$ cat src/rtl/qos_pkg.sv
package qos_pkg;

    parameter int KEY_W  = 48;
    parameter int IP_W   = 32;
    parameter int CLS_W  = 3;
    parameter int DSCP_W = 6;
    parameter int FLD_W  = 2;

    // bit0: honour VLAN priority, bit1: honour DSCP
    typedef enum logic [1:0] {
        TRUST_NONE = 2'd0,
        TRUST_PCP  = 2'd1,
        TRUST_DSCP = 2'd2,
        TRUST_BOTH = 2'd3
    } trust_e;

    typedef enum logic [FLD_W-1:0] {
        FLD_MAC_DST = 2'd0,
        FLD_MAC_SRC = 2'd1,
        FLD_IP_DST  = 2'd2,
        FLD_IP_SRC  = 2'd3
    } field_e;

    typedef struct packed {
        logic              has_vlan;
        logic [CLS_W-1:0]  pcp;
        logic              has_ip;
        logic [DSCP_W-1:0] dscp;
        logic [KEY_W-1:0]  mac_da;
        logic [KEY_W-1:0]  mac_sa;
        logic [IP_W-1:0]   ip_da;
        logic [IP_W-1:0]   ip_sa;
    } hdr_t;

endpackage

$ cat src/rtl/qos_rule_match.sv
module qos_rule_match
    import qos_pkg::*;
#(
    parameter int NUM_RULES = 4
) (
    input  hdr_t                       hdr_i,
    input  logic [NUM_RULES-1:0]       rule_en_i,
    input  logic [NUM_RULES*FLD_W-1:0] rule_fld_i,
    input  logic [NUM_RULES*KEY_W-1:0] rule_val_i,
    input  logic [NUM_RULES*KEY_W-1:0] rule_mask_i,
    input  logic [NUM_RULES*CLS_W-1:0] rule_cls_i,
    output logic                       hit_o,
    output logic [CLS_W-1:0]           cls_o
);

    logic [NUM_RULES-1:0] hits;

    for (genvar g = 0; g < NUM_RULES; g++) begin : g_rule
        field_e           fld;
        logic [KEY_W-1:0] key;
        logic             key_ok;

        assign fld = field_e'(rule_fld_i[g*FLD_W +: FLD_W]);

        always_comb begin
            key_ok = 1'b1;
            case (fld)
                FLD_MAC_DST: key = hdr_i.mac_da;
                FLD_MAC_SRC: key = hdr_i.mac_sa;
                FLD_IP_DST: begin
                    key    = KEY_W'(hdr_i.ip_da);
                    key_ok = hdr_i.has_ip;
                end
                default: begin
                    key    = KEY_W'(hdr_i.ip_sa);
                    key_ok = hdr_i.has_ip;
                end
            endcase
        end

        assign hits[g] = rule_en_i[g] && key_ok &&
                         (((key ^ rule_val_i[g*KEY_W +: KEY_W]) &
                           rule_mask_i[g*KEY_W +: KEY_W]) == '0);
    end

    // lowest index wins: scan downward so the last write is the lowest hit
    always_comb begin
        hit_o = |hits;
        cls_o = '0;
        for (int i = NUM_RULES - 1; i >= 0; i--) begin
            if (hits[i]) begin
                cls_o = rule_cls_i[i*CLS_W +: CLS_W];
            end
        end
    end

endmodule

$ cat src/rtl/qos_class_pick.sv
module qos_class_pick
    import qos_pkg::*;
#(
    parameter int NUM_QUEUES = 4,
    localparam int QW        = $clog2(NUM_QUEUES),
    localparam int SHIFT     = CLS_W - QW
) (
    input  trust_e            trust_i,
    input  hdr_t              hdr_i,
    input  logic              rule_hit_i,
    input  logic [CLS_W-1:0]  rule_cls_i,
    input  logic [CLS_W-1:0]  dflt_cls_i,
    output logic [CLS_W-1:0]  cls_o,
    output logic              untr_o,
    output logic [QW-1:0]     queue_o,
    output logic [CLS_W-1:0]  pcp_o,
    output logic [DSCP_W-1:0] dscp_o
);

    logic use_pcp;
    logic use_dscp;

    always_comb begin
        untr_o   = (trust_i == TRUST_NONE);
        use_pcp  = trust_i[0] && hdr_i.has_vlan;
        use_dscp = trust_i[1] && hdr_i.has_ip;

        if (untr_o) begin
            cls_o = '0;
        end else if (rule_hit_i) begin
            cls_o = rule_cls_i;
        end else if (use_pcp) begin
            cls_o = hdr_i.pcp;
        end else if (use_dscp) begin
            cls_o = hdr_i.dscp[DSCP_W-1 -: CLS_W];
        end else begin
            cls_o = dflt_cls_i;
        end

        if (untr_o) begin
            queue_o = '0;
            pcp_o   = hdr_i.pcp;
            dscp_o  = hdr_i.dscp;
        end else begin
            queue_o = QW'(cls_o >> SHIFT);
            pcp_o   = cls_o;
            dscp_o  = {cls_o, hdr_i.dscp[DSCP_W-CLS_W-1:0]};
        end
    end

endmodule

$ cat src/rtl/qos_ingress_marker.sv
module qos_ingress_marker
    import qos_pkg::*;
#(
    parameter int NUM_RULES  = 4,
    parameter int NUM_QUEUES = 4,
    parameter int ID_W       = 8,
    localparam int QW        = $clog2(NUM_QUEUES)
) (
    input  logic                       clk,
    input  logic                       rst_n,
    input  logic [1:0]                 cfg_trust,
    input  logic [CLS_W-1:0]           cfg_default_cls,
    input  logic [NUM_RULES-1:0]       cfg_rule_en,
    input  logic [NUM_RULES*FLD_W-1:0] cfg_rule_fld,
    input  logic [NUM_RULES*KEY_W-1:0] cfg_rule_val,
    input  logic [NUM_RULES*KEY_W-1:0] cfg_rule_mask,
    input  logic [NUM_RULES*CLS_W-1:0] cfg_rule_cls,
    input  logic                       in_valid,
    output logic                       in_ready,
    input  logic [ID_W-1:0]            in_id,
    input  logic                       in_has_vlan,
    input  logic [CLS_W-1:0]           in_pcp,
    input  logic                       in_has_ip,
    input  logic [DSCP_W-1:0]          in_dscp,
    input  logic [KEY_W-1:0]           in_mac_da,
    input  logic [KEY_W-1:0]           in_mac_sa,
    input  logic [IP_W-1:0]            in_ip_da,
    input  logic [IP_W-1:0]            in_ip_sa,
    output logic                       out_valid,
    input  logic                       out_ready,
    output logic [ID_W-1:0]            out_id,
    output logic [CLS_W-1:0]           out_cls,
    output logic                       out_untrusted,
    output logic [QW-1:0]              out_queue,
    output logic [CLS_W-1:0]           out_pcp,
    output logic [DSCP_W-1:0]          out_dscp
);

    typedef struct packed {
        logic              s1_v;
        trust_e            s1_trust;
        hdr_t              s1_hdr;
        logic [ID_W-1:0]   s1_id;
        logic              s2_v;
        logic [ID_W-1:0]   s2_id;
        logic [CLS_W-1:0]  s2_cls;
        logic              s2_untr;
        logic [QW-1:0]     s2_q;
        logic [CLS_W-1:0]  s2_pcp;
        logic [DSCP_W-1:0] s2_dscp;
    } pipe_t;

    pipe_t st_q, st_d;

    logic              rule_hit;
    logic [CLS_W-1:0]  rule_cls;
    logic [CLS_W-1:0]  pick_cls;
    logic              pick_untr;
    logic [QW-1:0]     pick_q;
    logic [CLS_W-1:0]  pick_pcp;
    logic [DSCP_W-1:0] pick_dscp;
    logic              s1_adv;
    logic              s2_adv;

    qos_rule_match #(
        .NUM_RULES (NUM_RULES)
    ) u_match (
        .hdr_i       (st_q.s1_hdr),
        .rule_en_i   (cfg_rule_en),
        .rule_fld_i  (cfg_rule_fld),
        .rule_val_i  (cfg_rule_val),
        .rule_mask_i (cfg_rule_mask),
        .rule_cls_i  (cfg_rule_cls),
        .hit_o       (rule_hit),
        .cls_o       (rule_cls)
    );

    qos_class_pick #(
        .NUM_QUEUES (NUM_QUEUES)
    ) u_pick (
        .trust_i    (st_q.s1_trust),
        .hdr_i      (st_q.s1_hdr),
        .rule_hit_i (rule_hit),
        .rule_cls_i (rule_cls),
        .dflt_cls_i (cfg_default_cls),
        .cls_o      (pick_cls),
        .untr_o     (pick_untr),
        .queue_o    (pick_q),
        .pcp_o      (pick_pcp),
        .dscp_o     (pick_dscp)
    );

    always_comb begin
        st_d   = st_q;
        s2_adv = !st_q.s2_v || out_ready;
        s1_adv = !st_q.s1_v || s2_adv;

        if (s2_adv) begin
            st_d.s2_v    = st_q.s1_v;
            st_d.s2_id   = st_q.s1_id;
            st_d.s2_cls  = pick_cls;
            st_d.s2_untr = pick_untr;
            st_d.s2_q    = pick_q;
            st_d.s2_pcp  = pick_pcp;
            st_d.s2_dscp = pick_dscp;
        end

        if (s1_adv) begin
            st_d.s1_v            = in_valid;
            st_d.s1_trust        = trust_e'(cfg_trust);
            st_d.s1_id           = in_id;
            st_d.s1_hdr.has_vlan = in_has_vlan;
            st_d.s1_hdr.pcp      = in_pcp;
            st_d.s1_hdr.has_ip   = in_has_ip;
            st_d.s1_hdr.dscp     = in_dscp;
            st_d.s1_hdr.mac_da   = in_mac_da;
            st_d.s1_hdr.mac_sa   = in_mac_sa;
            st_d.s1_hdr.ip_da    = in_ip_da;
            st_d.s1_hdr.ip_sa    = in_ip_sa;
        end
    end

    always_ff @(posedge clk or negedge rst_n) begin
        if (!rst_n) begin
            st_q <= '0;
        end else begin
            st_q <= st_d;
        end
    end

    assign in_ready      = s1_adv;
    assign out_valid     = st_q.s2_v;
    assign out_id        = st_q.s2_id;
    assign out_cls       = st_q.s2_cls;
    assign out_untrusted = st_q.s2_untr;
    assign out_queue     = st_q.s2_q;
    assign out_pcp       = st_q.s2_pcp;
    assign out_dscp      = st_q.s2_dscp;

endmodule

$ cat config.mk
export PLATFORM = sky130hd
export DESIGN_NAME = qos_ingress_marker
export DESIGN_NICKNAME = d
export VERILOG_FILES = /design/src/rtl/qos_pkg.sv /design/src/rtl/qos_rule_match.sv /design/src/rtl/qos_class_pick.sv /design/src/rtl/qos_ingress_marker.sv
export SDC_FILE = /design/constraint.sdc
export NUM_CORES = 1
export LEC_CHECK = 0
export BUFFER_PORTS_ARGS = -buffer_cell sky130_fd_sc_hd__buf_4
export CAP_MARGIN = 20
export CELL_PAD_IN_SITES_DETAIL_PLACEMENT = 1
export CELL_PAD_IN_SITES_GLOBAL_PLACEMENT = 1
export CORE_AREA = 2 2 239 241
export CTS_BUF_LIST = sky130_fd_sc_hd__clkbuf_4
export CTS_CLUSTER_DIAMETER = 120
export DETAILED_ROUTE_END_ITERATION = 7
export DIE_AREA = 0 0 241 243
export GPL_TIMING_DRIVEN = 0
export MAX_ROUTING_LAYER = met4
export PLACE_DENSITY_LB_ADDON = 0.1
export SYNTH_ARGS = -nofsm -noshare
export SYNTH_HDL_FRONTEND = slang
export SYNTH_SLANG_ARGS = --single-unit
$ cat constraint.sdc
create_clock -name clk -period 6.3 [get_ports clk]
set_clock_uncertainty 0.15 [all_clocks]
set_input_delay 1.575 -clock clk [delete_from_list [all_inputs] [get_ports clk]]
set_output_delay 1.575 -clock clk [all_outputs]
set_load 0.005 [all_outputs]
==> reports/metrics.yaml, run 1 <==
timing:
  setup_viol: 0
  tns_ns: 0
  grt_setup_unrepaired: "no"
  relSlewSlack_pct: 16.9
  worst_pin_slew_ns: 1.25
  hold_violations: 0
  finalCritPeriodShare_pct: 97.7
  period_needed_ns: 6.15
  fmax_mhz: 163
  fin_ws_ns: 0.148
  final_max_slew_viol_count: 0
global_route:
  grt_usage_pct: 36.2
  grt.overflow.total: 0
  grt_pass1_wl_um: 140000
  first_global_vias: 17300
  grt_max_degree: 72
  antenna_found_initial: 13
route:
  wirelength_um: 105000
  via_per_inst: 5.43
  vias: 16400
  ant_nets: 0
  first_pass_iters: 8
  drt-initial-drc-count: 1250
  drc: 0
  wl_per_cell_um: 34.8
synthesis:
  yosys.area_share.simple_pct: 7.91
  ys_types: 64
  ys_warn_count: 0
  synthFlopType: "dfrtp_1"
  syn-num-nets: 2104
  synth_compound_area_share_pct: 9.22
  synth-async-reset-ratio_pct: 100
  synth_top_family_by_area: "multiplexers"
  synth_edf_count: 0
  synth-xor-area-share_pct: 12.8
  synthMuxAreaShare_pct: 35.4
  synthCells: 1508
  syn-cell-area_um2: 16400
  ys_ff_latch: 204
  syn_area_per_cell_um2: 10.8
  yosysSeqAreaShare_pct: 31.2
  synthAdderAreaFrac_pct: 0
pwr:
  vdd_drop_max_mv: 0.115
  powerDensity_nw_per_um2: 216
  seqPwrFrac_pct: 33.3
  comb_power_share_pct: 36.8
  internal_power_mw: 3.13
  pwr-share-clk_pct: 29.9
  p_sw_mw: 1.86
  leakagePower_nw: 10.6
  switching_share_pct: 37.3
  report.power.total_mw: 4.99
placement:
  routabilityCongestion: 0.939
  post-dp-hpwl_um: 86500
  placed_area_um2: 22200
  dp_worst_setup_slack_ns: -0.283
  io_buffers: 617
floorplan:
  rows: 87
  die_w_um: 241
  io_pins: 621
  die_area_um2: 58600
  coreArea_um2: 56000
  die_h_um: 243
  start_util_pct: 29.2
worst_setup_path:
  start_kind: "input pin"
  worstPathArrival_ns: 6.66
  crit_path_top_delay_cell: "a22oi_1"
  path_buf_inv: 4
  cp.depth: 14
  crit_family: "compound AO/OA/AOI/OAI gates"
  cpPeakStageDelay_ns: 0.61
  path_class: "input pin to flip-flop"
  cp_max_fo: 10
  end_kind: "flip-flop"
  cp_cell_sequence: "buf_2, buf_4, buf_4, buf_2, mux2i_1, xnor2_1, a22oi_1, a31oi_1, a21oi_1, nand4_1, o21a_1, and2_4, o31ai_2, o21ai_1"
  cp.required_ns: 6.81
  r2r_cells: 10
cells_and_area:
  fin_nets: 2803
  area_growth_pct: 41.0
  final_layout_size_suffix_gt1_share_pct: 46.1
  design_area_um2: 23100
clock_tree:
  clk_pin_slew_ns: 0.06
  cts_resized: 0
  numCtsBuffers: 67
  cts_hold_buf: 0
  htreeDepth: 3
  clock_latency_ns: 0.86
  clockBufferDepth: 3
  cts_sinks: 204
  cts_tree: "done"
  post_cts_buffers: 0
  cts_root_buf: "clkbuf_4"
worst_hold_path:
  worstHoldPathType: "flip-flop to flip-flop"
  holdPathStages: 1
status:
  status: "finished, final reports clean"
flow_run:
  cap_violations: 0
==> cells in the mapped netlist (9+ instances only) <==
cell type    n  area, um^2
a21oi_1     13        65.1
a22o_1      12         105
xnor2_1    173        1520
nor2_1      53         199
or3_1       11        68.8
nand3_1     25         125
buf_4       30         225
mux2i_1    296        2960
clkbuf_1    35         131
a32oi_1     12         105
a21boi_0    12        90.1
or3b_2       9        78.8
nor3_1       9        45.0
inv_1        9        33.8
nand3b_1    16         120
a22oi_1     53         398
dfrtp_1    204        5100
nand2_1     48         180
mux2_2     193        2170
xor2_1      66         578
a222oi_1    11         110
nand2b_1    15        93.8
mux4_2      29         653
buf_2       27         135
o21ai_0     26         130
nand4_1     15        93.8
==> routing by layer <==
metal  wire length (um)  track usage [%]  part of all wire, %  vias up
met5                  0                -                    0        -
met1              44900             46.0                   43     8402
met3               7030             6.68                  6.7      140
met2              50100             58.5                   48      795
met4               3090             10.9                  2.9        0
li1                   -                -                    -     7058
==> stage by stage <==
| stage | hold slack (ns) | std cells | util (%) |
|---|---|---|---|
| floorplan | 0.289 | 1508 | - |
| global placement | 0.304 | 2881 | 39.2 |
| detailed placement | 0.305 | 2894 | 39.6 |
| CTS | 0.318 | 3009 | 41.2 |
| global route | 0.345 | 3020 | 41.2 |
| finish | 0.313 | 3021 | 41.2 |
==> cell families after synthesis <==
| group | count (synthesis) |
|---|---|
| muxes | 518 |
| buffers and inverters | 107 |
| xor gates and xnor gates | 239 |
| and+or+nand+nor | 240 |
| DFF | 204 |
| AOI/OAI and AO/OA | 200 |
==> final timing paths <==
check | start | endpoint | slack [ns]
worst max register to register | st_q[120]$_DFFE_PN0P_ | out_cls[2]$_DFFE_PN0P_ | 2.10
worst min-delay path | st_q[205]$_DFFE_PN0P_ | out_valid$_DFFE_PN0P_ | 0.31
worst max-delay path | cfg_rule_fld[0] | out_cls[2]$_DFFE_PN0P_ | 0.15
min in group asynchronous | rst_n | st_q[154]$_DFFE_PN0P_ | 0.56
worst min register to register | st_q[205]$_DFFE_PN0P_ | out_valid$_DFFE_PN0P_ | 0.31
max in group asynchronous | rst_n | st_q[24]$_DFFE_PN0P_ | 4.28
==> registers in the layout, summed over array words and instances, names as in the netlist <==
name / count
out_cls: 3
out_pcp: 3
out_valid: 1
out_untrusted: 1
st_q: 182
out_id: 8
out_dscp: 6
==> power groups by stage <==
stage,Clock (mW),Combinational [mW],Sequential [mW]
5_1_grt,1.59,1.91,1.67
4_1_cts,1.53,1.81,1.65
6_report,1.49,1.84,1.66
3_5_place_dp,0,1.80,1.67
2_1_floorplan,0,0.909,1.58
3_3_place_gp,0,1.77,1.66
==> cell usage in the layout (no fill, tap or decap), types with 11 or more instances in the layout <==
cell / netlist / layout
clkbuf_1: 35 / 35
mux2_2: 193 / 193
buf_2: 27 / 29
nand3b_1: 16 / 16
clkbuf_4: 0 / 97
a22o_1: 12 / 12
nand4_1: 15 / 15
mux2i_1: 296 / 296
xnor2_1: 173 / 173
diode_2: 0 / 12
nor2_1: 53 / 53
nand3_1: 25 / 25
a21boi_0: 12 / 12
a21oi_1: 13 / 13
xor2_1: 66 / 66
o21ai_0: 26 / 26
a22oi_1: 53 / 53
nand2b_1: 15 / 15
dfrtp_1: 204 / 204
a222oi_1: 11 / 11
buf_4: 30 / 646
or3_1: 11 / 11
a32oi_1: 12 / 12
nand2_1: 48 / 48
mux4_2: 29 / 29
==> cell type report <==
type                       count  area [um^2]
timing repair buffer         630         4860
inverter                      10         37.5
buffer                        97          533
antenna                       12         30.0
multi-input combinational   1197        10700
fill                        6416        32900
tap                          756          946
clock buffer                  97          728
clock inverter                18          134
sequential                   204         5100
Power figures use the tool's default switching activity.
==> run 2, diff against run 1 <==
--- a/config.mk
+++ b/config.mk
@@ -9,5 +9,5 @@
 export CAP_MARGIN = 20
-export CELL_PAD_IN_SITES_DETAIL_PLACEMENT = 1
-export CELL_PAD_IN_SITES_GLOBAL_PLACEMENT = 1
-export CORE_AREA = 2 2 239 241
+export CELL_PAD_IN_SITES_DETAIL_PLACEMENT = 2
+export CELL_PAD_IN_SITES_GLOBAL_PLACEMENT = 2
+export CORE_AREA = 2 2 243 245
 export CTS_BUF_LIST = sky130_fd_sc_hd__clkbuf_4
@@ -15,3 +15,3 @@
 export DETAILED_ROUTE_END_ITERATION = 7
-export DIE_AREA = 0 0 241 243
+export DIE_AREA = 0 0 245 247
 export GPL_TIMING_DRIVEN = 0
==> constraint.sdc (replaced) <==
create_clock -name clk -period 6.3 [get_ports clk]
set_clock_uncertainty 0.15 [all_clocks]
set_input_delay 0.63 -clock clk [delete_from_list [all_inputs] [get_ports clk]]
set_output_delay 0.63 -clock clk [all_outputs]
set_load 0.005 [all_outputs]
==> run 2 against run 1 <==
Against the previous run:
- sequential share of layout area shrank 1.7 points
- non-clock buffer count up 186
- worst setup slack better by 1.1 ns
- critical endpoint is now out_pcp[2]$_DFFE_PN0P_
- utilization up 1.7 points
- sequential cell count unchanged
- sequential power about the same
- total power is 2.3% higher
- via count up 6.9%
==> reports/metrics.yaml, run 2 (synthesis gave the netlist of run 1 again) <==
clock_tree:
  clockBufferDepth: 3  # unchanged
  cts_resized: 0  # unchanged
  clk_pin_slew_ns: 0.06  # about the same
  cts_tree: "done"
  post_cts_buffers: 0  # unchanged
  cts_sinks: 204  # unchanged
  clock_latency_ns: 0.84  # -0.02 ns
  cts_root_buf: "clkbuf_4"
  numCtsBuffers: 66  # -1.5%
  cts_hold_buf: 183  # +183
  htreeDepth: 3  # unchanged
flow_run:
  cap_violations: 0  # unchanged
cells_and_area:
  top_register: "st_q"
  final_layout_size_suffix_gt1_share_pct: 42.4  # -3.7 points
  design_area_um2: 25000  # +8.3%
  largest_register_ffs: 182  # unchanged
  final_common_cell: "buf_4"
  fin_nets: 2988  # +6.6%
  mostFrequentLayoutCells: "buf_4, mux2i_1, dfrtp_1, mux2_2, dlygate4sd3_1"
  area_growth_pct: 52.6
global_route:
  grt_pass1_wl_um: 150000  # +6.9%
  grt.overflow.total: 0  # unchanged
  grt_usage_pct: 37.1  # +0.83 points
  grt_max_degree: 79  # +9.7%
  first_global_vias: 19100  # +10%
  antenna_found_initial: 25  # +12
placement:
  dp_worst_setup_slack_ns: 0.499  # +0.782 ns
  placed_area_um2: 22300  # +0.36%
  post-dp-hpwl_um: 89500  # +3.5%
  io_buffers: 617  # unchanged
  routabilityCongestion: 0.954  # +1.5%
worst_hold_path:
  holdPathStages: 5  # +4
  min-delay-start: "cfg_rule_cls[6]"
  worstHoldPathType: "input pin to flip-flop"
  hold_end: "out_cls[0]$_DFFE_PN0P_"
route:
  via_per_inst: 5.42  # -0.14%
  vias: 17500  # +6.9%
  wirelength_um: 112000  # +6.3%
  first_pass_iters: 5  # -3
  wl_per_cell_um: 34.6  # -0.65%
  drt-initial-drc-count: 1385  # +11%
  drc: 0  # unchanged
  ant_nets: 0  # unchanged
timing:
  finalCritPeriodShare_pct: 79.8  # -18 points
  fmax_mhz: 199  # +22%
  setup_viol: 0  # unchanged
  tns_ns: 0  # unchanged
  worst_pin_slew_ns: 1.25  # +0.00891 ns
  period_needed_ns: 5.03  # -1.12 ns
  fin_ws_ns: 1.27  # +1.12 ns
  hold_violations: 0  # unchanged
  relSlewSlack_pct: 16.3  # -0.59 points
  final_max_slew_viol_count: 0  # unchanged
  grt_setup_unrepaired: "no"
worst_setup_path:
  cp.required_ns: 6.84  # +0.03 ns
  r2r-end: "out_pcp[2]$_DFFE_PN0P_"
  worstPathArrival_ns: 5.57  # -1.09 ns
  worstSetupStartpoint: "cfg_rule_fld[0]"
  r2r_cells: 10  # unchanged
  cp_max_fo: 10  # unchanged
  path_class: "input pin to flip-flop"
  worstReg2RegStart: "st_q[49]$_DFFE_PN0P_"
  end_kind: "flip-flop"
  start_kind: "input pin"
  regToRegSetupSlack_ns: 1.91  # -0.19 ns
floorplan:
  die_h_um: 247  # +1.6%
  die_w_um: 245  # +1.7%
  rows: 89  # +2.3%
  die_area_um2: 60500  # +3.3%
  coreArea_um2: 58200  # +4.1%
  start_util_pct: 28.1  # -1.1 points
  io_pins: 621  # unchanged
pwr:
  vdd_drop_max_mv: 0.0960  # -16%
  powerDensity_nw_per_um2: 204  # -5.5%
  leakagePower_nw: 11.4  # +7.1%
status:
  status: "finished, final reports clean"
==> run 2: critical path, cell delays in order <==
cell	delay (ns)
buf_2	0.26
buf_4	0.39
buf_4	0.41
buf_2	0.55
mux2i_1	0.66
xnor2_1	0.14
a22oi_1	0.53
a31oi_1	0.18
a21oi_1	0.41
nand4_1	0.42
o21a_1	0.30
and2_4	0.18
o31ai_2	0.39
o21ai_1	0.11
==> run 2: per-stage QoR <==
step / hold slack (ns) / instances / utilization (%) / power, mW
after floorplan: 0.184 / 1508 / - / 2.49
final: 0.171 / 3233 / 42.9 / 5.10
after detailed placement: 0.314 / 2914 / 38.2 / 3.50
after global placement: 0.307 / 2898 / 37.7 / 3.43
after CTS: 0.112 / 3208 / 42.8 / 5.08
after global routing: 0.181 / 3232 / 42.9 / 5.31
==> run 2: how the worst max path moves through the flow <==
stage | depth (start not counted) | to | slack (ns)
2_1_floorplan | 13 | out_dscp[3]$_DFFE_PN0P_ | 2.82
4_1_cts | 14 | out_pcp[2]$_DFFE_PN0P_ | 1.36
3_5_place_dp | 14 | out_pcp[2]$_DFFE_PN0P_ | 0.50
6_report | 14 | out_pcp[2]$_DFFE_PN0P_ | 1.27
5_1_grt | 14 | out_pcp[2]$_DFFE_PN0P_ | 1.20
3_3_place_gp | 12 | out_cls[2]$_DFFE_PN0P_ | 0.20
==> run 2: where the power goes <==
group	leakage (nW)	internal (mW)	switching, mW
registers	2.38	1.45	0.213
logic	8.51	0.966	0.998
clock network	0.483	0.743	0.728
==> run 2: cell type report <==
class	count	area (um^2)
clock buffer	90	676
multi-input combinational	1197	10700
inverter	10	37.5
sequential	204	5100
tap	773	967
antenna	25	62.6
buffer	97	533
timing repair buffer	816	6750
clock inverter	21	148
fill	6226	33300
==> run 2: layer usage <==
| metal | GRT usage (%) | share of wire, % |
|---|---|---|
| met5 | - | 0 |
| met3 | 6.29 | 6.6 |
| met2 | 60.6 | 48 |
| met1 | 46.2 | 42 |
| met4 | 13.0 | 3.2 |
